==> config.mk <==
export PLATFORM = sky130hd
export DESIGN_NAME = spi_frame_master
export DESIGN_NICKNAME = d
export VERILOG_FILES = /design/src/rtl/spi_fe_pkg.sv /design/src/rtl/spi_fe_tick.sv /design/src/rtl/spi_fe_shift.sv /design/src/rtl/spi_frame_master.sv
export SDC_FILE = /design/constraint.sdc
export NUM_CORES = 1
export LEC_CHECK = 0
export BUFFER_PORTS_ARGS = -buffer_cell sky130_fd_sc_hd__buf_2
export CAP_MARGIN = 20
export CELL_PAD_IN_SITES_DETAIL_PLACEMENT = 1
export CELL_PAD_IN_SITES_GLOBAL_PLACEMENT = 1
export CORE_ASPECT_RATIO = 1.75
export CORE_MARGIN = 2
export CORE_UTILIZATION = 30
export CTS_CLUSTER_DIAMETER = 60
export DETAILED_ROUTE_END_ITERATION = 10
export PLACE_DENSITY_LB_ADDON = 0.25
export SLEW_MARGIN = 40
export SYNTH_ARGS = -nofsm -noshare
export SYNTH_HDL_FRONTEND = slang
export SYNTH_SLANG_ARGS = --single-unit
==> constraint.sdc <==
create_clock -name clk -period 6.7 [get_ports clk]
set_clock_uncertainty 0.05 [all_clocks]
set_input_delay 1.34 -clock clk [delete_from_list [all_inputs] [get_ports clk]]
set_output_delay 1.34 -clock clk [all_outputs]
set_load 0.005 [all_outputs]
==> src/rtl/spi_fe_pkg.sv <==
package spi_fe_pkg;
  typedef enum logic [1:0] {
    FE_IDLE = 2'd0,
    FE_XFER = 2'd1,
    FE_GAP  = 2'd2
  } fe_state_t;
endpackage

==> src/rtl/spi_fe_tick.sv <==
module spi_fe_tick #(
  parameter int DIV = 2
) (
  input  logic clk,
  input  logic rst,
  input  logic run,
  output logic tick
);
  localparam int CW = (DIV > 1) ? $clog2(DIV) : 1;

  logic [CW-1:0] cnt;

  always_ff @(posedge clk) begin
    if (rst || !run) begin
      cnt <= '0;
    end else if (cnt == CW'(DIV - 1)) begin
      cnt <= '0;
    end else begin
      cnt <= cnt + 1'b1;
    end
  end

  assign tick = run && (cnt == CW'(DIV - 1));
endmodule

==> src/rtl/spi_fe_shift.sv <==
module spi_fe_shift #(
  parameter int MAXW = 16,
  parameter int LW   = 5
) (
  input  logic            clk,
  input  logic            rst,
  input  logic            load,
  input  logic [MAXW-1:0] load_data,
  input  logic [LW-1:0]   len,
  input  logic            launch,
  input  logic            capture,
  input  logic            miso,
  output logic            tx_msb,
  output logic [MAXW-1:0] rx_next
);
  logic [MAXW-1:0] tx_sh;
  logic [MAXW-1:0] rx_sh;

  assign tx_msb  = tx_sh[MAXW-1];
  assign rx_next = {rx_sh[MAXW-2:0], miso};

  always_ff @(posedge clk) begin
    if (rst) begin
      tx_sh <= '0;
      rx_sh <= '0;
    end else begin
      if (load) begin
        tx_sh <= load_data << (LW'(MAXW) - len);
      end else if (launch) begin
        tx_sh <= tx_sh << 1;
      end
      if (load) begin
        rx_sh <= '0;
      end else if (capture) begin
        rx_sh <= rx_next;
      end
    end
  end
endmodule

==> src/rtl/spi_frame_master.sv <==
module spi_frame_master #(
  parameter int DIV  = 2,
  parameter int MAXW = 16,
  parameter int LW   = 5
) (
  input  logic            clk,
  input  logic            rst,
  input  logic            en,
  input  logic            cpol,
  input  logic            cpha,
  input  logic [LW-1:0]   word_len,
  input  logic [MAXW-1:0] tx_data,
  input  logic            tx_valid,
  output logic            tx_ready,
  output logic            sclk,
  output logic            cs_n,
  output logic            mosi,
  input  logic            miso,
  output logic [MAXW-1:0] rx_data,
  output logic            rx_valid
);
  import spi_fe_pkg::*;

  localparam int MINW = 4;
  localparam int HW   = $clog2(2 * MAXW + 3);

  fe_state_t       state;
  logic [HW-1:0]   h;
  logic [HW-1:0]   hn;
  logic [HW-1:0]   two_n;
  logic            cpol_l, cpha_l;
  logic [LW-1:0]   len_l, len_eff, len_load;
  logic            tick, start, last_cap, chain, load;
  logic            launch, capture, toggle;
  logic            tx_msb;
  logic [MAXW-1:0] rx_next;

  assign len_eff = (word_len < LW'(MINW)) ? LW'(MINW) :
                   (word_len > LW'(MAXW)) ? LW'(MAXW) : word_len;

  assign hn    = h + 1'b1;
  assign two_n = HW'(len_l) << 1;

  assign start    = (state == FE_IDLE) && en && tx_valid;
  assign last_cap = (state == FE_XFER) && tick && (hn == two_n);
  assign chain    = last_cap && cpha_l && en && tx_valid;
  assign load     = start || chain;
  assign len_load = start ? len_eff : len_l;
  assign tx_ready = en && ((state == FE_IDLE) || (last_cap && cpha_l));

  assign launch  = (state == FE_XFER) && tick && hn[0] && (hn < two_n);
  assign capture = (state == FE_XFER) && tick && !hn[0] &&
                   (hn >= HW'(2)) && (hn <= two_n);
  assign toggle  = (state == FE_XFER) && tick &&
                   (cpha_l ? (hn >= HW'(1) && hn <= two_n)
                           : (hn >= HW'(2) && hn <= two_n + HW'(1)));

  spi_fe_tick #(.DIV(DIV)) u_tick (
    .clk  (clk),
    .rst  (rst),
    .run  (state != FE_IDLE),
    .tick (tick)
  );

  spi_fe_shift #(.MAXW(MAXW), .LW(LW)) u_shift (
    .clk       (clk),
    .rst       (rst),
    .load      (load),
    .load_data (tx_data),
    .len       (len_load),
    .launch    (launch),
    .capture   (capture),
    .miso      (miso),
    .tx_msb    (tx_msb),
    .rx_next   (rx_next)
  );

  always_ff @(posedge clk) begin
    if (rst) begin
      state    <= FE_IDLE;
      h        <= '0;
      cpol_l   <= 1'b0;
      cpha_l   <= 1'b0;
      len_l    <= LW'(MINW);
      sclk     <= 1'b0;
      cs_n     <= 1'b1;
      mosi     <= 1'b0;
      rx_data  <= '0;
      rx_valid <= 1'b0;
    end else begin
      rx_valid <= 1'b0;
      case (state)
        FE_IDLE: begin
          sclk <= cpol;
          mosi <= 1'b0;
          cs_n <= 1'b1;
          if (start) begin
            state  <= FE_XFER;
            h      <= '0;
            cs_n   <= 1'b0;
            cpol_l <= cpol;
            cpha_l <= cpha;
            len_l  <= len_eff;
          end
        end
        FE_XFER: begin
          if (tick) begin
            h <= hn;
            if (toggle) sclk <= ~sclk;
            if (launch) mosi <= tx_msb;
            if (last_cap) begin
              rx_data  <= rx_next;
              rx_valid <= 1'b1;
              if (chain) h <= '0;
            end
            if (hn == two_n + HW'(2)) begin
              cs_n  <= 1'b1;
              mosi  <= 1'b0;
              state <= FE_GAP;
              h     <= '0;
            end
          end
        end
        FE_GAP: begin
          if (tick) begin
            h <= hn;
            if (hn == HW'(2)) state <= FE_IDLE;
          end
        end
        default: state <= FE_IDLE;
      endcase
    end
  end
endmodule

==> flow_summary.yaml <==
sta:
  rsz0062_at_grt: "no"
  finalHoldViolCount: 0
  whs_ps: 400
  slew_headroom: 0.473
  timing.fmax_mhz: 197
  finalCritPeriodShare: 0.758
  min_period_ps: 5080
  maxSlewViolCount: 0
  finalSetupTns_ps: 0
  finalSetupViolCount: 0
  worstMarginPinSlew_ps: 790
logic_synthesis:
  avgSynthCellArea_um2: 8.48
  ys_warn_count: 0
  ys_seq_elements: 66
  synth_flop_cell: "dfxtp_1"
  ys_seq_area_frac: 0.331
  synthDistinctLibCells: 65
  synth_fp_nets: 512
  synth-async-reset-ratio: 0
  synth_edf_count: 0
  syn_area_um2: 4000
  syn_inst: 471
die:
  die_w_um: 91.2
  floorplan.initialDensity: 0.309
  dieHeight_um: 157
  rows: 55
  die-area_um2: 14300
  ios: 49
  coreArea_um2: 12900
critical_path:
  end_kind: "register"
  critPathLaunch: "en"
  startpoint_type: "primary input"
  worst_ep_arrival_time_ps: 5280
  required_ps: 6900
  ff2ff_path_depth: 14
  r2r_start: "state[0]"
  cp_max_fo: 17
  critical_path_class: "primary input to register"
global_routing:
  grt_pass1_vias: 3826
  grt_overflow_total: 0
  track_usage: 0.173
  antenna_found_initial: 0
  grt_start_max_net_pins: 35
  grt_pass1_wl_um: 19600
routing:
  viasPerCell: 5.32
  drt_iter0_drc: 108
  wl_per_cell_um: 17.2
  drc_errors: 0
  dr.pass1.iters: 4
  vias: 3619
  routed_wl_um: 11700
  antenna_left: 0
cts:
  htree_levels: 3
  cts_sinks: 66
  numCtsBuffers: 9
  post_cts_resized: 0
  cts_tree: "done"
  postCtsHoldBufs: 0
  clkTransAtPathRegs_ps: 60
  clk_latency_ps: 330
  cts_buffer_depth: 2
  root_buffer: "clkbuf_16"
  post-cts-setup-buffers: 0
placement:
  hpwl_um: 9090
  placed_area_um2: 4330
  port_buffers: 48
  gp_congestion: 0.911
cells_and_area:
  fin_nets: 545
  antenna_cells: 0
  syn_to_final_growth_pct: 16.5
  drive_gt1_frac: 0.185
  finalInstanceArea_um2: 4660
status:
  outcome: "finished, final reports clean"
pwr:
  vdd_drop_max_v: 0.000140
  power.density_nw_per_um2: 245
  leakage_nw: 2.01
worst_hold_path:
  hp-start: "rx_data[12]"
  hold_depth: 2
  hp-class: "register to register"
run:
  drv_cap: 0
[worst paths after layout]
kind | slack, ps | to
worst min register to register | 400 | rx_data[12]
worst max register to register | 1870 | u_shift.tx_sh[14]
worst max-delay path | 1620 | u_shift.tx_sh[14]
worst min-delay path | 400 | rx_data[12]
[final cells by class]
type	count	area, um^2
inverter	22	82.6
clock buffer	9	225
multi-input combinational	355	2460
tap	171	214
clock inverter	7	100
sequential	66	1320
timing repair buffer	50	255
fill	1600	8280
[power by group]
part | switching (mW) | internal, mW
clock | 0.187 | 0.329
combinational | 0.123 | 0.0847
sequential | 0.0114 | 0.406
[critical path, cell delays in order]
cell and delay [ps]:
buf_2 130, and3_1 370, nand3_1 240, nand2_1 120
buf_4 260, inv_1 160, ha_1 300, a2111oi_2 500
or4_1 710, mux2i_1 220, mux4_2 500, or2_1 230
a311oi_2 180
[placed cells by master, fill, tap and decap left out, types with 6 or more instances in the layout]
master / instances
a21o_1: 7
a21oi_1: 39
buf_2: 48
clkbuf_16: 9
dfxtp_1: 66
ha_1: 13
inv_1: 22
mux2_2: 7
mux2i_1: 27
mux4_2: 9
nand2_1: 63
nand2b_1: 6
nand3_1: 15
nor2_1: 37
nor3_1: 7
o21ai_0: 36
xnor2_1: 8
[cell families (layout without fill, tap and decap cells)]
family                     count (synthesis)  after routing  synth area share
buffers and inverters                     50             88            0.0554
DFF                                       66             66             0.331
muxes                                     45             45             0.151
and+or+nand+nor                          158            158             0.185
AOI/OAI and AO/OA                        126            126             0.205
adders and majority gates                 13             13            0.0407
xor gates and xnor gates                  13             13            0.0319
[routing by layer]
metal	up-vias	part of all wire	GRT usage	wire (um)
met5	-	0	0	0
met4	0	0.045	0.103	527
met3	31	0.023	0.0241	274
met2	68	0.55	0.331	6450
met1	1755	0.38	0.174	4470
li1	1765	-	-	-
[cells in the mapped netlist (4+ instances only)]
library cell  count  area [um^2]
mux2i_1          27          270
a21oi_1          39          195
ha_1             13          163
o21ai_0          36          180
nand3_1          16         80.1
dfxtp_1          66         1320
a31oi_1           4         25.0
xor2_1            4         35.0
and3_1            5         31.3
a21o_1            7         52.6
nor3_1            7         35.0
clkbuf_1         20         75.1
xnor2_1           8         70.1
nor2_1           37          139
nand2_1          63          236
inv_1            22         82.6
mux2_2            7         78.8
mux4_2            9          203
o211a_1           4         40.0
nand2b_1          6         37.5
[flip-flops by register name (all words and copies together), names as in the netlist]
signal         flops
u_shift.rx_sh     15
u_shift.tx_sh     16
cpha_l             1
cs_n               1
state              2
h                  6
rx_data           16
sclk               1
u_tick.cnt         1
len_l              5
mosi               1
rx_valid           1
[per-stage QoR]
step	setup slack, ps	power (mW)	cells	util
2_1_floorplan	2190	0.574	471	-
3_3_place_gp	1500	0.630	664	0.334
3_5_place_dp	1310	0.634	664	0.335
4_1_cts	1660	1.15	680	0.360
5_1_grt	1250	1.19	680	0.360
6_report	1620	1.14	680	0.360
No activity file was read; power rests on OpenSTA's default activity.
